**src/rtl/pit_pkg.sv**
```systemverilog
package pit_pkg;
  localparam int DATA_W = 16;
  localparam int LVL_W  = 3;
  localparam int VEC_W  = 8;
  localparam int MOD_W  = 8;

  function automatic logic [DATA_W-1:0] ctl_word(input logic [LVL_W-1:0] lvl,
                                                 input logic [VEC_W-1:0] vec);
    logic [DATA_W-1:0] w;
    w = '0;
    w[VEC_W +: LVL_W] = lvl;
    w[VEC_W-1:0] = vec;
    return w;
  endfunction

  function automatic logic [DATA_W-1:0] tmr_word(input logic pre,
                                                 input logic [MOD_W-1:0] m);
    logic [DATA_W-1:0] w;
    w = '0;
    w[MOD_W] = pre;
    w[MOD_W-1:0] = m;
    return w;
  endfunction

  function automatic logic [MOD_W-1:0] next_count(input logic [MOD_W-1:0] cur,
                                                  input logic [MOD_W-1:0] m);
    return (cur <= 1) ? m : MOD_W'(cur - 1'b1);
  endfunction
endpackage

```
**src/rtl/pit_regs.sv**
```systemverilog
module pit_regs
  import pit_pkg::*;
#(
  parameter logic [VEC_W-1:0] VEC_RST = 8'h0F
) (
  input  logic              clk,
  input  logic              rst_n,
  input  logic              mode_sel,
  input  logic              reg_sel,
  input  logic              reg_wr,
  input  logic [DATA_W-1:0] reg_wdata,
  output logic [DATA_W-1:0] reg_rdata,
  output logic [LVL_W-1:0]  level,
  output logic [VEC_W-1:0]  vector,
  output logic              pre_en,
  output logic [MOD_W-1:0]  modulus,
  output logic              tmr_wr,
  output logic              gen_en
);
  logic ctl_wr;
  assign ctl_wr = reg_wr & ~reg_sel;
  assign tmr_wr = reg_wr &  reg_sel;

  always_ff @(posedge clk or negedge rst_n) begin
    if (!rst_n) begin
      level   <= '0;
      vector  <= VEC_RST;
      modulus <= '0;
    end else begin
      if (ctl_wr) begin
        level  <= reg_wdata[VEC_W +: LVL_W];
        vector <= reg_wdata[VEC_W-1:0];
      end
      if (tmr_wr) modulus <= reg_wdata[MOD_W-1:0];
    end
  end

  // prescaler bit loads the mode input while reset is held
  always_ff @(posedge clk) begin
    if (!rst_n)      pre_en <= mode_sel;
    else if (tmr_wr) pre_en <= reg_wdata[MOD_W];
  end

  assign gen_en    = (level != '0) && (modulus != '0);
  assign reg_rdata = reg_sel ? tmr_word(pre_en, modulus) : ctl_word(level, vector);
endmodule

```
**src/rtl/pit_prescaler.sv**
```systemverilog
module pit_prescaler #(
  parameter int PRE_LOG2 = 9
) (
  input  logic clk,
  input  logic rst_n,
  input  logic pre_en,
  input  logic gen_en,
  input  logic restart,
  output logic tick
);
  generate
    if (PRE_LOG2 == 0) begin : g_none
      assign tick = 1'b1;
    end else begin : g_div
      logic [PRE_LOG2-1:0] pcnt;
      always_ff @(posedge clk or negedge rst_n) begin
        if (!rst_n)                             pcnt <= '0;
        else if (restart || !gen_en || !pre_en) pcnt <= '0;
        else                                    pcnt <= pcnt + 1'b1;
      end
      assign tick = pre_en ? (&pcnt) : 1'b1;
    end
  endgenerate
endmodule

```
**src/rtl/pit_counter.sv**
```systemverilog
module pit_counter
  import pit_pkg::*;
(
  input  logic             clk,
  input  logic             rst_n,
  input  logic             gen_en,
  input  logic             tick,
  input  logic             tmr_wr,
  input  logic [MOD_W-1:0] wr_mod,
  input  logic [MOD_W-1:0] modulus,
  output logic             expire
);
  logic [MOD_W-1:0] cnt;

  always_ff @(posedge clk or negedge rst_n) begin
    if (!rst_n)      cnt <= '0;
    else if (tmr_wr) cnt <= wr_mod;
    else if (!gen_en) cnt <= modulus;
    else if (tick)   cnt <= next_count(cnt, modulus);
  end

  assign expire = gen_en & tick & ~tmr_wr & (cnt == MOD_W'(1));
endmodule

```
**src/rtl/pit_ack.sv**
```systemverilog
module pit_ack
  import pit_pkg::*;
(
  input  logic             clk,
  input  logic             rst_n,
  input  logic             gen_en,
  input  logic             expire,
  input  logic [LVL_W-1:0] level,
  input  logic [VEC_W-1:0] vector,
  input  logic             iack_valid,
  input  logic [LVL_W-1:0] iack_level,
  output logic             pending,
  output logic [LVL_W-1:0] irq_level,
  output logic             iack_hit,
  output logic [VEC_W-1:0] iack_vector
);
  assign iack_hit = iack_valid & pending & (iack_level == level);

  always_ff @(posedge clk or negedge rst_n) begin
    if (!rst_n) pending <= 1'b0;
    else        pending <= gen_en & ((pending & ~iack_hit) | expire);
  end

  assign irq_level   = pending  ? level  : '0;
  assign iack_vector = iack_hit ? vector : '0;
endmodule

```
**src/rtl/pit_top.sv**
```systemverilog
module pit_top
  import pit_pkg::*;
#(
  parameter int               PRE_LOG2 = 9,
  parameter logic [VEC_W-1:0] VEC_RST  = 8'h0F
) (
  input  logic              clk,
  input  logic              rst_n,
  input  logic              mode_sel,
  input  logic              reg_sel,
  input  logic              reg_wr,
  input  logic [DATA_W-1:0] reg_wdata,
  output logic [DATA_W-1:0] reg_rdata,
  input  logic              iack_valid,
  input  logic [LVL_W-1:0]  iack_level,
  output logic [LVL_W-1:0]  irq_level,
  output logic              iack_hit,
  output logic [VEC_W-1:0]  iack_vector
);
  logic [LVL_W-1:0] ctl_level;
  logic [VEC_W-1:0] ctl_vector;
  logic             pre_en;
  logic [MOD_W-1:0] tmr_mod;
  logic             tmr_wr;
  logic             gen_en;
  logic             tick;
  logic             expire;
  logic             pending;

  pit_regs #(.VEC_RST(VEC_RST)) u_regs (
    .clk(clk), .rst_n(rst_n), .mode_sel(mode_sel),
    .reg_sel(reg_sel), .reg_wr(reg_wr), .reg_wdata(reg_wdata), .reg_rdata(reg_rdata),
    .level(ctl_level), .vector(ctl_vector), .pre_en(pre_en), .modulus(tmr_mod),
    .tmr_wr(tmr_wr), .gen_en(gen_en)
  );

  pit_prescaler #(.PRE_LOG2(PRE_LOG2)) u_pre (
    .clk(clk), .rst_n(rst_n), .pre_en(pre_en), .gen_en(gen_en),
    .restart(tmr_wr), .tick(tick)
  );

  pit_counter u_cnt (
    .clk(clk), .rst_n(rst_n), .gen_en(gen_en), .tick(tick), .tmr_wr(tmr_wr),
    .wr_mod(reg_wdata[MOD_W-1:0]), .modulus(tmr_mod), .expire(expire)
  );

  pit_ack u_ack (
    .clk(clk), .rst_n(rst_n), .gen_en(gen_en), .expire(expire),
    .level(ctl_level), .vector(ctl_vector),
    .iack_valid(iack_valid), .iack_level(iack_level),
    .pending(pending), .irq_level(irq_level),
    .iack_hit(iack_hit), .iack_vector(iack_vector)
  );
endmodule

```
**config.mk**
```make
export PLATFORM = sky130hd
export DESIGN_NAME = pit_top
export DESIGN_NICKNAME = d
export VERILOG_FILES = /design/src/rtl/pit_pkg.sv /design/src/rtl/pit_regs.sv /design/src/rtl/pit_prescaler.sv /design/src/rtl/pit_counter.sv /design/src/rtl/pit_ack.sv /design/src/rtl/pit_top.sv
export SDC_FILE = /design/constraint.sdc
export NUM_CORES = 1
export LEC_CHECK = 0
export ABC_AREA = 0
export BUFFER_PORTS_ARGS = -buffer_cell sky130_fd_sc_hd__buf_2
export CORE_MARGIN = 2
export CORE_UTILIZATION = 40
export CTS_BUF_LIST = sky130_fd_sc_hd__clkbuf_8
export DETAILED_ROUTE_END_ITERATION = 10
export GPL_TIMING_DRIVEN = 0
export PLACE_DENSITY = 0.71
export SLEW_MARGIN = 25
export SYNTH_ARGS = -nofsm -noshare
export SYNTH_HDL_FRONTEND = slang
export SYNTH_SLANG_ARGS = --single-unit
```
**constraint.sdc**
```tcl
create_clock -name clk -period 2.8 [get_ports clk]
set_input_delay 0.28 -clock clk [delete_from_list [all_inputs] [get_ports clk]]
set_output_delay 0.28 -clock clk [all_outputs]
set_load 0.005 [all_outputs]
```
After elaboration in Yosys (flattened, before gate mapping)
Index checks and enable logic that the tools add are counted.

operators by class
  $add $sub $neg = 2
  order comparisons = 1
  multiplexer cells = 11
  reductions and logical operators = 8
  equality and inequality tests = 4
  bitwise gates (word level) = 13

operator list
  kind                 number
  $mux 8               5
  $mux 11              1
  $add 9x1->9 const B  1
  $and 1x1->1          9
  $mux 9               1
  $reduce_and 9->1     1
  $eq 8x1->1 const B   1
  $le 8x1->1 const B   1
  $reduce_bool 8->1    1
  $sub 8x1->8 const B  1
  $eq 3x3->1           1
  $mux 1               3
  $mux 3               1
  $ne 3x3->1 const B   1
  $not 1->1            3
  $reduce_bool 3->1    1
  $logic_not 1->1      2
  $logic_or 1x1->1     2
  $ne 2x1->1 const B   1
  $logic_and 1x1->1    1
  $or 1x1->1           1

storage, ports and cells
  logic and storage cells = 46
  output and inout port bits = 28
  bits of input ports = 25
  flip-flop bits (word level) = 38

Depth between registers and ports, before layout
  depth in word-level cells = 7
  depth in mapped cells = 9
  mapped depth without buffers = 9

Hierarchy
A second synthesis with hierarchy kept.

unflattened totals
  cell total of the unflattened synthesis = 204
  area total of the unflattened synthesis = 2235.9 um^2

by module, submodules not included
  module         area an instance (um^2)  times used  cells an instance  sequential area each (um^2)
  pit_regs       992.2                    1           67                 510.5
  pit_counter    656.9                    1           74                 200.2
  pit_prescaler  419.2                    1           42                 225.2
  pit_ack        167.7                    1           21                 25.0

Least setup slack after synthesis
OpenSTA, ideal clock, no wires.

  path kind = reg-to-reg
  from = register u_cnt.cnt[5]
  to = register u_cnt.cnt[3]
  data required time = 2.718 ns
  stages on the path, launching flop included = 6
  path slack = 0.661 ns
  library setup time = 0.082 ns
  data arrival time = 2.058 ns
  period minus slack after synthesis = 2.139 ns
  buffers on the path = 0
  cells stage by stage = dfrtp_1 or4_4 or3_4 o21ai_4 mux2_2 a31oi_1

on the way
  longest elaborated chain between the ends = 5

ends and longest elaborated chain
  what                    RTL line           text
  start, declared         pit_counter.sv:13  logic [MOD_W-1:0] cnt;
  start signal, assigned  pit_counter.sv:17  else if (tmr_wr) cnt <= wr_mod;
  start signal, assigned  pit_counter.sv:18  else if (!gen_en) cnt <= modulus;
  start signal, assigned  pit_counter.sv:19  else if (tick) cnt <= next_count(cnt, modulus);
  $le 8x1->1              pit_pkg.sv:27      return (cur <= 1) ? m : MOD_W'(cur - 1'b1);
  $mux 8                  pit_pkg.sv:27
  $mux 8                  pit_counter.sv:19
  $mux 8                  pit_counter.sv:18
  $mux 8                  pit_counter.sv:17

Every way passes these cells. The select of a mux whose other input is x is not followed.
A chain may end at the register's enable or synchronous reset.

Worst setup path after layout
Ends and elaborated chain as after synthesis.

==> impl_metrics.py <==
metrics = {
    "critical_path": {
        "cp_slowest_cell": "or4_4",
        "start_kind": "flip-flop",
        "end_kind": "flip-flop",
        "crit_required_ns": 3.02,
        "cp_data_arrival_time_ns": 2.51,
        "timing.rr.start": "u_cnt.cnt[5]",
        "reg2reg_to": "u_cnt.cnt[3]",
        "max_stage_delay_ns": 0.56,
        "critPathMaxFanout": 10,
        "ff2ff_setup_slack_ns": 0.50,
        "path_class": "flip-flop to flip-flop",
        "reg2reg_depth": 5,
        "worstPathCellList": "or4_4 -> or3_4 -> o21ai_4 -> mux2_2 -> a31oi_1",
    },
    "synthesis": {
        "synth-seq-cells": 38,
        "synth_area_mm2": 0.00207,
        "yosys.area_share.simple": 0.210,
        "synth_ff_type": "dfrtp_1",
        "synth-edff-count": 1,
        "syn_inst": 202,
        "synth_compound_area_frac": 0.0587,
        "synth_top_area_cell": "dfrtp_1",
        "yosys_warnings": 0,
        "synth_top_family_by_area": "simple AND/OR/NAND/NOR gates",
        "synth_area_leaders": "dfrtp_1 40%, mux2_2 13%, nand2_1 5.8%",
        "synthArstFlopShare": 0.974,
        "synth_most_common_cell": "dfrtp_1",
        "ys_seq_area_frac": 0.465,
        "synth_mux_area_frac": 0.145,
        "synth.top_cell.area_share": 0.400,
        "synthTopCellsByCount": "33 x dfrtp_1, 32 x nand2_1, 23 x mux2_2",
        "yosys.area_share.xor_xnor": 0.0593,
        "synth.avg_cell_area_um2": 10.2,
        "synth-adder-area-share": 0.0242,
        "ys_types": 41,
    },
    "final_layout": {
        "nets": 284,
        "diodes": 0,
        "fin_util": 0.494,
        "syn_to_final_growth_pct": 20.5,
        "drive_above_1_share": 0.336,
    },
    "placement": {
        "gp_congestion": 0.879,
        "dp_hpwl_mm": 3.23,
        "port-buffer-count": 42,
    },
    "clock_tree": {
        "htree_levels": 2,
        "cts_root_buf": "clkbuf_8",
        "clk_path_buf_depth": 2,
        "ctsResizeCount": 0,
        "cts_buffers": 5,
        "cts_setup_buffers": 0,
        "clock-sinks": 38,
        "worst_skew_pair.late_latency_ns": 0.29,
        "hold_buffers": 0,
        "cts_tree": "built",
        "clkTransAtPathRegs_ns": 0.07,
    },
    "timing": {
        "finClkSkew_ns": 0.00644,
        "rsz0062_at_grt": "false",
        "post-route-period-util": 0.821,
        "maxSlewViolCount": 0,
        "finalHoldViolations": 0,
        "period_needed_ns": 2.30,
        "clock.fmax_ghz": 0.435,
        "timing.slew.headroom": 0.429,
        "fin_setup_tns_ns": 0,
        "worst_slew_pin_slew_ns": 0.856,
        "setup_violations": 0,
    },
    "run_status": {
        "status": "completed",
    },
    "global_route": {
        "grt_pass1_wl_mm": 7.68,
        "grt.total_usage": 0.182,
        "grt_overflow_total": 0,
        "grt_max_degree": 40,
        "grt_pass1_vias": 1577,
        "antenna_found_initial": 0,
    },
    "floorplan": {
        "die_y_um": 75.9,
        "floorplan.initialDensity": 0.410,
        "die_x_um": 75.9,
        "ioPinCount": 53,
        "core_mm2": 0.00504,
        "rows": 26,
        "die_area_mm2": 0.00576,
    },
    "route": {
        "drc_errors": 0,
        "first_pass_iters": 4,
        "first_iter_violations": 90,
        "wl_per_cell_um": 13.9,
        "via_count": 1568,
        "drt-total-wl_mm": 4.53,
        "vias_per_cell": 4.81,
        "drtAntennaViolNets": 0,
    },
    "hold_path": {
        "worstHoldPathType": "input port to async pin",
    },
    "power": {
        "seq_power_share": 0.465,
        "peakVddDrop_uv": 278,
        "combPwrFrac": 0.264,
        "p_switching_mw": 0.516,
        "power_density_mw_per_mm2": 664,
        "p_sw_frac": 0.312,
        "total_power_mw": 1.65,
        "leakagePower_nw": 1.20,
        "internal_power_mw": 1.14,
        "power_frac_clock": 0.272,
    },
    "job": {
        "drv_cap": 0,
    },
}
==> power by group through the flow <==
stage	Combinational [mW]	Clock, mW	Sequential (mW)
floorplan	0.329	0	0.741
global placement	0.424	0	0.770
detailed placement	0.435	0	0.776
CTS	0.439	0.463	0.767
global route	0.497	0.487	0.788
finish	0.436	0.449	0.769
==> registers in the layout (all words and copies together) (netlist names) <==
| signal | count |
|---|---|
| u_regs.level | 3 |
| u_pre.g_div.pcnt | 9 |
| u_regs.vector | 8 |
| u_cnt.cnt | 8 |
| u_regs.modulus | 8 |
| u_regs.pre_en | 1 |
| u_ack.pending | 1 |
==> per-stage QoR <==
| stage | area, µm² | hold WS [ns] | setup slack (ns) | instances |
|---|---|---|---|---|
| 2_1_floorplan | 2080 | -0.0156 | 0.661 | 206 |
| 3_3_place_gp | 2380 | 0.434 | 0.538 | 318 |
| 3_5_place_dp | 2380 | 0.442 | 0.500 | 318 |
| 4_1_cts | 2490 | 0.122 | 0.506 | 326 |
| 5_1_grt | 2490 | 0.165 | 0.363 | 326 |
| 6_report | 2490 | 0.0964 | 0.502 | 326 |
==> critical path, delay by kind of cell, from the launching register on <==
family,cells,cell delay [ns]
and+or+nand+nor,2,0.92
AOI/OAI and AO/OA,2,0.51
muxes,1,0.38
DFF,1,0.42
==> how the worst max path moves through the flow <==
stage                         from             end  slack (ns)  cells after the start
3_3_place_gp       u_regs.level[2]  iack_vector[6]        0.54                      5
6_report              u_cnt.cnt[5]    u_cnt.cnt[3]        0.50                      5
4_1_cts               u_cnt.cnt[5]    u_cnt.cnt[3]        0.51                      5
5_1_grt        u_pre.g_div.pcnt[0]    u_cnt.cnt[0]        0.36                      9
2_1_floorplan         u_cnt.cnt[5]    u_cnt.cnt[3]        0.66                      5
3_5_place_dp          u_cnt.cnt[5]    u_cnt.cnt[3]        0.50                      5
==> cell type report <==
type,instances,area (µm²)
clock inverter,3,37.5
fill,492,2550
inverter,6,22.5
tap,70,87.6
clock buffer,5,68.8
sequential,38,961
multi-input combinational,153,1050
timing repair buffer,42,210
buffer,9,52.6
==> routing by layer <==
layer | vias to the layer above | part of all wire | GRT usage | wire (µm)
met2 | 37 | 0.45 | 0.281 | 2040
met1 | 731 | 0.49 | 0.247 | 2210
met3 | 9 | 0.042 | 0.0410 | 191
met5 | - | 0 | 0 | 0
met4 | 0 | 0.020 | 0.0760 | 92
li1 | 791 | - | - | -
==> logic make-up (layout without fill, tap and decap cells) <==
group           count (synthesis)  after routing
flops                          38             38
buf+inv                        15             65
xor+xnor                       14             14
fa+ha+maj                       4              4
compound gates                 17             17
simple gates                   86             86
mux                            27             27
other cells                     1              5
==> cells in the final DEF, fill, tap and decap left out, types with 4 or more instances in the layout <==
cell type / Yosys / routed
buf_4: 5 / 5
nand2_1: 32 / 32
ha_1: 4 / 4
mux2i_1: 4 / 4
nand3_1: 5 / 5
nor2b_1: 6 / 6
and2_1: 12 / 12
xor2_1: 10 / 10
dfstp_2: 4 / 4
clkbuf_8: 0 / 5
conb_1: 1 / 5
dfrtp_1: 33 / 33
nor2_1: 14 / 14
buf_2: 0 / 42
xnor2_1: 4 / 4
inv_1: 6 / 8
mux2_2: 23 / 23
(Power assumes the default switching activity.)
